File: src/rtl/irq_steer_pkg.sv
package irq_steer_pkg;
  localparam int LINES_PER_WORD = 32;

  typedef enum logic [2:0] {
    SEL_NONE  = 3'd0,
    SEL_CTRL  = 3'd1,
    SEL_MASK  = 3'd2,
    SEL_FORCE = 3'd3,
    SEL_STAT  = 3'd4,
    SEL_SILNC = 3'd5,
    SEL_SUMM  = 3'd6
  } sel_kind_e;
endpackage

File: src/rtl/irq_steer_decode.sv
module irq_steer_decode
  import irq_steer_pkg::*;
#(
  parameter int GROUPS = 2,
  parameter int ADDR_W = 8,
  parameter int IDX_W  = 1
) (
  input  logic [ADDR_W-1:0] addr,
  output sel_kind_e         kind,
  output logic [IDX_W-1:0]  idx
);
  localparam int MASK_BASE  = 1;
  localparam int FORCE_BASE = 1 + GROUPS;
  localparam int STAT_BASE  = 1 + 2 * GROUPS;
  localparam int SILNC_WORD = 1 + 3 * GROUPS;
  localparam int SUMM_WORD  = 2 + 3 * GROUPS;

  always_comb begin
    int w;
    w    = int'(addr[ADDR_W-1:2]);
    kind = SEL_NONE;
    idx  = '0;
    if (addr[1:0] == 2'b00) begin
      if (w == 0) begin
        kind = SEL_CTRL;
      end else if (w >= MASK_BASE && w < FORCE_BASE) begin
        kind = SEL_MASK;
        idx  = IDX_W'(w - MASK_BASE);
      end else if (w >= FORCE_BASE && w < STAT_BASE) begin
        kind = SEL_FORCE;
        idx  = IDX_W'(w - FORCE_BASE);
      end else if (w >= STAT_BASE && w < SILNC_WORD) begin
        kind = SEL_STAT;
        idx  = IDX_W'(w - STAT_BASE);
      end else if (w == SILNC_WORD) begin
        kind = SEL_SILNC;
      end else if (w == SUMM_WORD) begin
        kind = SEL_SUMM;
      end
    end
  end
endmodule

File: src/rtl/irq_steer_bank.sv
module irq_steer_bank
  import irq_steer_pkg::*;
#(
  parameter int GROUPS = 2,
  parameter int IDX_W  = 1
) (
  input  logic                          clk,
  input  logic                          rst,
  input  logic                          wr_en,
  input  sel_kind_e                     kind,
  input  logic [IDX_W-1:0]              idx,
  input  logic [31:0]                   wr_data,
  output logic [GROUPS-1:0][31:0]       mask_q,
  output logic [GROUPS-1:0][31:0]       force_q,
  output logic                          ctrl_en,
  output logic                          silence
);
  always_ff @(posedge clk) begin
    if (rst) begin
      ctrl_en <= 1'b0;
      silence <= 1'b0;
    end else if (wr_en) begin
      if (kind == SEL_CTRL)  ctrl_en <= wr_data[0];
      if (kind == SEL_SILNC) silence <= wr_data[0];
    end
  end

  for (genvar i = 0; i < GROUPS; i++) begin : g_word
    logic hit_mask, hit_force;
    assign hit_mask  = wr_en && (kind == SEL_MASK)  && (idx == IDX_W'(i));
    assign hit_force = wr_en && (kind == SEL_FORCE) && (idx == IDX_W'(i));

    always_ff @(posedge clk) begin
      if (rst) begin
        mask_q[i]  <= '0;
        force_q[i] <= '0;
      end else begin
        if (hit_mask)  mask_q[i]  <= wr_data;
        if (hit_force) force_q[i] <= wr_data;
      end
    end

    // a mask word only changes when its own address is written
    assert_mask_hold_R3: assert property (@(posedge clk) disable iff (rst)
      !(wr_en && kind == SEL_MASK && idx == IDX_W'(i)) |=> $stable(mask_q[i]));

    // a force word only changes when its own address is written
    assert_force_hold_R4: assert property (@(posedge clk) disable iff (rst)
      !(wr_en && kind == SEL_FORCE && idx == IDX_W'(i)) |=> $stable(force_q[i]));
  end
endmodule

File: src/rtl/irq_steer_combine.sv
module irq_steer_combine
  import irq_steer_pkg::*;
#(
  parameter int GROUPS   = 2,
  parameter bit REVERSED = 1'b0
) (
  input  logic                          clk,
  input  logic                          rst,
  input  logic [GROUPS*32-1:0]          irq_in,
  input  logic [GROUPS-1:0][31:0]       mask_q,
  input  logic [GROUPS-1:0][31:0]       force_q,
  input  logic                          ctrl_en,
  input  logic                          silence,
  output logic [GROUPS-1:0][31:0]       status,
  output logic [GROUPS-1:0]             summary,
  output logic                          irq_out
);
  for (genvar i = 0; i < GROUPS; i++) begin : g_stat
    localparam int BANK = REVERSED ? (GROUPS - 1 - i) : i;
    assign status[i]  = (irq_in[BANK*LINES_PER_WORD +: LINES_PER_WORD] | force_q[i]) & mask_q[i];
    assign summary[i] = |status[i];
  end

  always_ff @(posedge clk) begin
    if (rst) irq_out <= 1'b0;
    else     irq_out <= ctrl_en && !silence && (|summary);
  end

  // output stays low whenever the channel enable was clear
  assert_out_needs_enable_R2: assert property (@(posedge clk) disable iff (rst)
    !ctrl_en |=> !irq_out);

  // output stays low while silenced
  assert_out_silenced_R7: assert property (@(posedge clk) disable iff (rst)
    silence |=> !irq_out);

  // no pending line means no output on the next cycle
  assert_out_needs_pending_R9: assert property (@(posedge clk) disable iff (rst)
    (status == '0) |=> !irq_out);
endmodule

File: src/rtl/irq_steer_agg.sv
module irq_steer_agg
  import irq_steer_pkg::*;
#(
  parameter int GROUPS   = 2,
  parameter bit REVERSED = 1'b0,
  parameter int ADDR_W   = 8
) (
  input  logic                 clk,
  input  logic                 rst,
  input  logic [ADDR_W-1:0]    addr,
  input  logic                 wr_en,
  input  logic [31:0]          wr_data,
  output logic [31:0]          rd_data,
  input  logic [GROUPS*32-1:0] irq_in,
  output logic                 irq_out
);
  localparam int IDX_W = (GROUPS > 1) ? $clog2(GROUPS) : 1;

  sel_kind_e                kind;
  logic [IDX_W-1:0]         idx;
  logic [GROUPS-1:0][31:0]  mask_q, force_q, status;
  logic [GROUPS-1:0]        summary;
  logic                     ctrl_en, silence;
  logic [31:0]              rd_next;

  irq_steer_decode #(.GROUPS(GROUPS), .ADDR_W(ADDR_W), .IDX_W(IDX_W)) u_decode (
    .addr (addr),
    .kind (kind),
    .idx  (idx)
  );

  irq_steer_bank #(.GROUPS(GROUPS), .IDX_W(IDX_W)) u_bank (
    .clk     (clk),
    .rst     (rst),
    .wr_en   (wr_en),
    .kind    (kind),
    .idx     (idx),
    .wr_data (wr_data),
    .mask_q  (mask_q),
    .force_q (force_q),
    .ctrl_en (ctrl_en),
    .silence (silence)
  );

  irq_steer_combine #(.GROUPS(GROUPS), .REVERSED(REVERSED)) u_combine (
    .clk     (clk),
    .rst     (rst),
    .irq_in  (irq_in),
    .mask_q  (mask_q),
    .force_q (force_q),
    .ctrl_en (ctrl_en),
    .silence (silence),
    .status  (status),
    .summary (summary),
    .irq_out (irq_out)
  );

  always_comb begin
    rd_next = '0;
    case (kind)
      SEL_CTRL:  rd_next[0] = ctrl_en;
      SEL_MASK:  rd_next = mask_q[idx];
      SEL_FORCE: rd_next = force_q[idx];
      SEL_STAT:  rd_next = status[idx];
      SEL_SILNC: rd_next[0] = silence;
      SEL_SUMM:  rd_next[GROUPS-1:0] = summary;
      default:   rd_next = '0;
    endcase
  end

  always_ff @(posedge clk) begin
    if (rst) rd_data <= '0;
    else     rd_data <= rd_next;
  end

  // an unmapped address always reads back as zero
  assert_unmapped_zero_R10: assert property (@(posedge clk) disable iff (rst)
    (kind == SEL_NONE) |=> (rd_data == 32'd0));

  // summary is nonzero exactly when some status bit is pending
  assert_summary_tracks_R8: assert property (@(posedge clk) disable iff (rst)
    ((summary != '0) == (status != '0)));

  // control and silence reads expose only bit 0
  assert_ctrl_narrow_R2: assert property (@(posedge clk) disable iff (rst)
    (kind == SEL_CTRL || kind == SEL_SILNC) |=> (rd_data[31:1] == 31'd0));
endmodule

File: config.mk
export PLATFORM = sky130hd
export DESIGN_NAME = irq_steer_agg
export DESIGN_NICKNAME = d
export VERILOG_FILES = /design/src/rtl/irq_steer_pkg.sv /design/src/rtl/irq_steer_decode.sv /design/src/rtl/irq_steer_bank.sv /design/src/rtl/irq_steer_combine.sv /design/src/rtl/irq_steer_agg.sv
export SDC_FILE = /design/constraint.sdc
export NUM_CORES = 1
export LEC_CHECK = 0
export BUFFER_PORTS_ARGS = -buffer_cell sky130_fd_sc_hd__buf_4
export CORE_UTILIZATION = 50
export CTS_CLUSTER_DIAMETER = 60
export DETAILED_ROUTE_END_ITERATION = 16
export PLACE_DENSITY = 0.76
export SLEW_MARGIN = 40
export SYNTH_ARGS = -nofsm -noshare
export SYNTH_HDL_FRONTEND = slang
export SYNTH_SLANG_ARGS = --single-unit
File: constraint.sdc
create_clock -name clk -period 2.2 [get_ports clk]
set_clock_uncertainty 0.15 [all_clocks]
set_input_delay 0.33 -clock clk [delete_from_list [all_inputs] [get_ports clk]]
set_output_delay 0.33 -clock clk [all_outputs]
set_load 0.02 [all_outputs]
Word-level counts from Yosys, hierarchy flattened
Index checks and enable logic that the tools add are counted.

operators by class
  multiplexer cells = 21
  eq/ne operators = 8
  $lt $le $gt $ge = 7
  bitwise gates (word level) = 5
  reduce and logical (&&, ||, !) cells = 19
  add/subtract/negate cells = 3

operator list
  operator                                                           count
  two-way mux 32 bit                                                 6
  case mux 30 bit (3 select lines)                                   1
  bitwise AND 32 bit                                                 2
  bitwise OR 32 bit                                                  2
  OR reduction 32 bit                                                2
  OR reduction 64 bit                                                1
  two-way mux 3 bit                                                  7
  < comparator 6 x 3 -> 1 bit, second input constant                 2
  logical AND 1 bit                                                  11
  == test 3 bit, second input constant                               3
  == test 3 x 2 -> 1 bit, second input constant                      2
  == test 6 x 4 -> 1 bit, second input constant                      1
  == test 6 x 5 -> 1 bit, second input constant                      1
  greater-or-equal comparator 6 x 1 -> 1 bit, second input constant  1
  greater-or-equal comparator 6 x 2 -> 1 bit, second input constant  1
  greater-or-equal comparator 6 x 3 -> 1 bit, second input constant  1
  logical NOT 6 bit                                                  1
  < comparator 6 x 2 -> 1 bit, second input constant                 1
  case mux 1 bit (6 select lines)                                    1
  two-way mux 1 bit                                                  5
  case mux 1 bit (4 select lines)                                    1
  AND reduction 2 bit                                                2
  == test 3 x 1 -> 1 bit, second input constant                      1
  subtractor 1 bit, second input constant                            3
  4 further kinds                                                    4

word-level totals
  output and inout bits = 33
  register bits = 163

Depth between registers and ports, before layout
  depth in word-level cells = 11
  mapped depth = 9

Modules after synthesis
Synthesis repeated with hierarchy kept, for this count alone.

unflattened totals
  cells, all modules = 832
  area total of the unflattened synthesis = 8418.1 µm²

by module, submodules not included
  module             seq. area each (µm²)  area an instance (µm²)  cells an instance  times used
  irq_steer_bank     2602.5                5211.2                  466                1
  irq_steer_agg      640.6                 2462.4                  264                1
  irq_steer_combine  20.0                  659.4                   89                 1
  irq_steer_decode   0.0                   85.1                    13                 1

Worst setup path after synthesis
No wires, ideal clock.

  path kind = in2reg
  start point = input addr[6]
  end point = register rd_data[7]
  library setup time = 0.114 ns
  cell stages on the path = 7
  slack = -0.051 ns
  arrival = 1.987 ns
  path buffers = 2
  required time = 1.936 ns
  cell sequence = or4_4 > buf_2 > nor3_4 > buf_2 > mux2i_1 > o22ai_1 > a21o_1

on the way
  word-level cells in the longest chain between the ends = 10
  elaborated cells between the ends (all ways) = 34

RTL lines
  element                                                                         line                                            text
  start: declaration                                                              irq_steer_agg.sv:10                             input logic [ADDR_W-1:0] addr,
  greater-or-equal comparator 6 x 3 -> 1 bit (tied with other cells)              irq_steer_decode.sv:32                          end else if (w >= STAT_BASE && w < SILNC_WORD) begin
  logical AND 1 bit or two-way mux 3 bit (tied branches)                          irq_steer_decode.sv:32, irq_steer_decode.sv:37
  two-way mux 1 bit or two-way mux 3 bit (tied branches)                          irq_steer_decode.sv:32, irq_steer_decode.sv:35
  two-way mux 1 bit or two-way mux 3 bit (tied branches)                          irq_steer_decode.sv:29, irq_steer_decode.sv:32
  two-way mux 1 bit or two-way mux 3 bit (tied branches)                          irq_steer_decode.sv:26, irq_steer_decode.sv:29
  two-way mux 1 bit or two-way mux 3 bit (tied branches)                          irq_steer_decode.sv:24, irq_steer_decode.sv:26
  two-way mux 1 bit or two-way mux 3 bit (tied branches)                          irq_steer_decode.sv:23, irq_steer_decode.sv:24
  two-way mux 32 bit (implied by the code) (tied with other cells) (2 in series)  irq_steer_agg.sv:64                             SEL_STAT: rd_next = status[idx];
  case mux 30 bit (3 select lines) (*)                                            irq_steer_agg.sv:60                             case (kind)
  end signal: assignment                                                          irq_steer_agg.sv:73                             else rd_data <= rd_next;
  end: declaration                                                                irq_steer_agg.sv:13                             output logic [31:0] rd_data,

Every way passes the cells marked *; elsewhere a longest branch is shown, timed or not. The select of a mux whose other input is x is not followed.
A chain may end at the register's enable or synchronous reset.

Worst setup path in the final report
  start point = input addr[6]
  end point = register rd_data[14]

The elaborated chain is that of the path after synthesis.

==> metrics.txt <==
# TYPE chip_impl_metric gauge
chip_impl_metric{name="ant_nets",unit=""} 0
chip_impl_metric{name="post_drt_wl_per_cell",unit="um"} 19.51
chip_impl_metric{name="synth-seq-cells",unit=""} 163
chip_impl_metric{name="synthesis.nets",unit=""} 1124
chip_impl_metric{name="async_reset_ff_share",unit="%"} 0
chip_impl_metric{name="post_layout_net_count",unit=""} 1289
chip_impl_metric{name="die_height",unit="um"} 126.0
chip_impl_metric{name="drv_cap",unit=""} 0
chip_impl_metric{name="final.hold.worst_slack",unit="ns"} 0.01849
chip_impl_metric{name="grt_max_degree",unit=""} 134
chip_impl_metric{name="initial_utilization",unit="%"} 52.14
chip_impl_info{name="min_path_type",value="input port to flop"} 1
chip_impl_metric{name="p_clk_share",unit="%"} 49.3
chip_impl_metric{name="sum_of_overflow_across_all_layers_after_global_routing",unit=""} 0
chip_impl_metric{name="timing.critical_path.slowest_cell_delay",unit="ns"} 0.57
chip_impl_metric{name="clk_transition_reported_paths",unit="ns"} 0.06
chip_impl_metric{name="synthCells",unit=""} 1017
chip_impl_metric{name="cts_hold_buffers",unit=""} 0
chip_impl_metric{name="ctsResizeCount",unit=""} 0
chip_impl_metric{name="sw_frac_of_total",unit="%"} 21.42
chip_impl_metric{name="post-route-util",unit="%"} 67.76
chip_impl_metric{name="route.detailed.vias_per_inst",unit=""} 6.094
chip_impl_info{name="worst_path_dominant_cell_family",value="simple AND/OR/NAND/NOR gates"} 1
chip_impl_metric{name="preCtsSetupSlack",unit="ns"} -0.2590
chip_impl_metric{name="track_usage",unit="%"} 33.65
chip_impl_info{name="cpMaxStageDelayCell",value="or4_4"} 1
chip_impl_metric{name="cts.sinks",unit=""} 163
chip_impl_metric{name="yosysWarningCount",unit=""} 0
chip_impl_metric{name="power.sequential.fraction",unit="%"} 44.5
chip_impl_metric{name="critical_path_depth",unit=""} 6
chip_impl_metric{name="critPathBufInv",unit=""} 1
chip_impl_metric{name="cp.arrival",unit="ns"} 2.27
chip_impl_metric{name="routabilityCongestion",unit=""} 0.9496
chip_impl_info{name="crit_chain",value="buf_4 -> or4_4 -> or3_4 -> a211oi_2 -> nand2_2 -> o21ai_0"} 1
chip_impl_metric{name="core-area",unit="um^2"} 14750
chip_impl_info{name="synth-main-ff-cell",value="dfxtp_1"} 1
chip_impl_metric{name="final_max_slew_viol_count",unit=""} 0
chip_impl_metric{name="synth_edf_count",unit=""} 0
chip_impl_metric{name="timing.critical_path.fanout_max",unit=""} 11
chip_impl_info{name="timing.setup.critical_path_class",value="input port to flop"} 1
chip_impl_info{name="run_status",value="completed"} 1
chip_impl_metric{name="hold_viol_final",unit=""} 0
chip_impl_info{name="tritoncts",value="yes"} 1
chip_impl_metric{name="ff2ff_path_depth",unit=""} 7
chip_impl_metric{name="drive_gt1_share",unit="%"} 22.13
chip_impl_metric{name="fin_ws",unit="ns"} 0.1262
chip_impl_metric{name="post_synth.cell_area_avg",unit="um^2"} 7.564
chip_impl_metric{name="syn_area",unit="um^2"} 7692
chip_impl_metric{name="chipWidth",unit="um"} 126.0
chip_impl_info{name="rsz_0062_raised_after_global_routing",value="no"} 1
chip_impl_metric{name="dr.pass1.iters",unit=""} 6
chip_impl_metric{name="first_global_vias",unit=""} 7701
chip_impl_metric{name="cts_inserted_buffers",unit=""} 17
chip_impl_metric{name="totalPowerFinal",unit="mW"} 6.634
chip_impl_metric{name="portBuffers",unit=""} 139
chip_impl_info{name="post_synth_main_area_contributors",value="dfxtp_1 42%, nand2_1 13%, a21oi_1 9.3%"} 1
chip_impl_metric{name="antenna_cells",unit=""} 0
chip_impl_metric{name="post-synth-top-area-fraction",unit="%"} 42.42
chip_impl_metric{name="relSlewSlack",unit="%"} 59.67
chip_impl_metric{name="setup-tns-final",unit="ns"} 0
chip_impl_metric{name="synth_sequential_area_ratio",unit="%"} 42.42
chip_impl_metric{name="io_pins",unit=""} 140
chip_impl_metric{name="detail_route.drc_violations",unit=""} 0
chip_impl_info{name="crit_startpoint",value="addr[6]"} 1
chip_impl_info{name="startpoint_of_the_worst_register_to_register_path",value="u_bank.force_q[36]$_SDFFE_PP0P_"} 1
chip_impl_metric{name="routed_wirelength",unit="um"} 26860
chip_impl_metric{name="leakagePower",unit="nW"} 3.790
chip_impl_metric{name="via_count",unit=""} 8391
chip_impl_metric{name="max-vdd-ir-drop",unit="V"} 0.0005122
chip_impl_metric{name="final_hpwl_dp",unit="um"} 18260
chip_impl_info{name="endpoint_kind",value="flop"} 1
chip_impl_info{name="worstSetupStartpointType",value="input port"} 1
chip_impl_info{name="netlist_top_cells_count",value="272 x nand2_1, 163 x dfxtp_1, 143 x a21oi_1"} 1
chip_impl_metric{name="p_sw",unit="mW"} 1.421
chip_impl_info{name="buffer_type_at_the_clock_tree_root",value="clkbuf_16"} 1
chip_impl_metric{name="powerDensity",unit="nW/um^2"} 663.6
chip_impl_metric{name="share_comb_of_total_power",unit="%"} 6.1
chip_impl_metric{name="fmax",unit="GHz"} 0.4822
chip_impl_metric{name="h-tree-depth",unit=""} 4
chip_impl_metric{name="clock_insertion_delay_worst_skew",unit="ns"} 0.43
chip_impl_metric{name="worstHoldPathCells",unit=""} 3
chip_impl_metric{name="grt_first_pass_wirelength",unit="um"} 41080
chip_impl_metric{name="core.rowCount",unit=""} 44
chip_impl_metric{name="final.min_clock_period",unit="ns"} 2.074
chip_impl_metric{name="worst-endpoint-required",unit="ns"} 2.40
chip_impl_metric{name="clock_path_buffers",unit=""} 2
chip_impl_metric{name="dieArea",unit="um^2"} 15880
chip_impl_metric{name="area_growth",unit="%"} 29.96
chip_impl_metric{name="internal_power",unit="mW"} 5.213
chip_impl_metric{name="tightest_slew",unit="ns"} 0.6050
chip_impl_metric{name="period_share",unit="%"} 94.26
chip_impl_metric{name="number_of_distinct_standard_cells_referenced_by_the_synthesized_netlist",unit=""} 56
chip_impl_metric{name="setup_violations",unit=""} 0
chip_impl_metric{name="post-cts-setup-buffers",unit=""} 0
chip_impl_info{name="synth.most_common_cell",value="nand2_1"} 1
chip_impl_info{name="synth_top_area_cell",value="dfxtp_1"} 1
chip_impl_metric{name="antenna_found_initial",unit=""} 0
chip_impl_metric{name="first_iter_violations",unit=""} 1020
chip_impl_info{name="min_delay_src",value="wr_data[23]"} 1
-- per-stage QoR --
step	instances	area (um^2)
after CTS	1377	9997
after global placement	1347	9344
after floorplan	1017	7719
after global routing	1377	9997
final	1377	9997
after detailed placement	1347	9344
-- sequential cells by signal (all words and copies together) (netlist names) --
register,count
u_bank.force_q,64
u_bank.mask_q,64
rd_data,32
u_combine.irq_out,1
u_bank.silence,1
u_bank.ctrl_en,1
-- path summary, 6_finish.rpt --
kind | end | slack (ns)
setup / recovery | rd_data[14]$_SDFF_PP0_ | 0.13
hold / removal | u_bank.force_q[55]$_SDFFE_PP0P_ | 0.02
setup reg to reg | u_combine.irq_out$_SDFF_PP0_ | 0.16
hold reg to reg | u_bank.force_q[14]$_SDFFE_PP0P_ | 0.32
-- cell families (layout without fill, tap and decap cells) --
| kind of cell | Yosys count | in the layout | synth area share, % |
|---|---|---|---|
| simple gates | 403 | 403 | 22.27 |
| mux | 32 | 32 | 4.164 |
| buf+inv | 81 | 257 | 4.863 |
| compound gates | 337 | 337 | 26.17 |
| xor+xnor | 1 | 1 | 0.1139 |
| flops | 163 | 163 | 42.42 |
-- per-layer routing --
layer / vias up / routed length [um] / track usage [%] / share of wire, %
li1: 3897 / - / - / -
met1: 3916 / 10720 / 43.49 / 40
met2: 489 / 12440 / 54.01 / 46
met3: 89 / 2814 / 7.604 / 10
met4: 0 / 882 / 14.39 / 3.3
met5: - / 0 / 0 / 0
-- worst min-delay path, cell delays in order --
cell and delay (ns):
buf_4 0.12, nand2_1 0.05, a21oi_1 0.05
-- power by group through the flow --
stage          registers, mW  logic [mW]  clock network [mW]
2_1_floorplan           3.02       0.127                   0
3_3_place_gp            3.02       0.394                   0
3_5_place_dp            3.02       0.395                   0
4_1_cts                 2.95       0.397                3.29
5_1_grt                 2.95       0.425                3.42
6_report                2.95       0.407                3.27
-- area by class of cell --
type | count | area (um^2)
Timing Repair Buffer | 221 | 1759
Inverter | 6 | 22.52
Fill cell | 1229 | 4757
Sequential cell | 163 | 3263
Multi-Input combinational cell | 773 | 4069
Clock inverter | 7 | 145.1
Clock buffer | 23 | 508.0
Tap cell | 184 | 230.2
-- cell usage in the layout (no fill, tap or decap), types with 3 or more instances in the layout --
| cell type | count |
|---|---|
| inv_1 | 6 |
| clkbuf_8 | 6 |
| o211ai_1 | 25 |
| nand2_1 | 272 |
| nor2b_1 | 4 |
| buf_4 | 213 |
| clkbuf_16 | 17 |
| dfxtp_1 | 163 |
| a21o_1 | 16 |
| nor4_1 | 5 |
| and3_1 | 4 |
| mux2i_1 | 32 |
| a22oi_1 | 4 |
| nor2_1 | 60 |
| nor3_1 | 3 |
| a21oi_1 | 143 |
| bufinv_16 | 4 |
| o21a_1 | 4 |
| o21ai_0 | 80 |
| o2bb2ai_1 | 8 |
| o31ai_1 | 3 |
| buf_12 | 8 |
| or3_1 | 3 |
| a32oi_1 | 13 |
| a221oi_1 | 3 |
| nand3_1 | 19 |
| o21ai_1 | 9 |
| nand4_1 | 15 |
| o22a_1 | 14 |
Power figures use the tool's default switching activity.
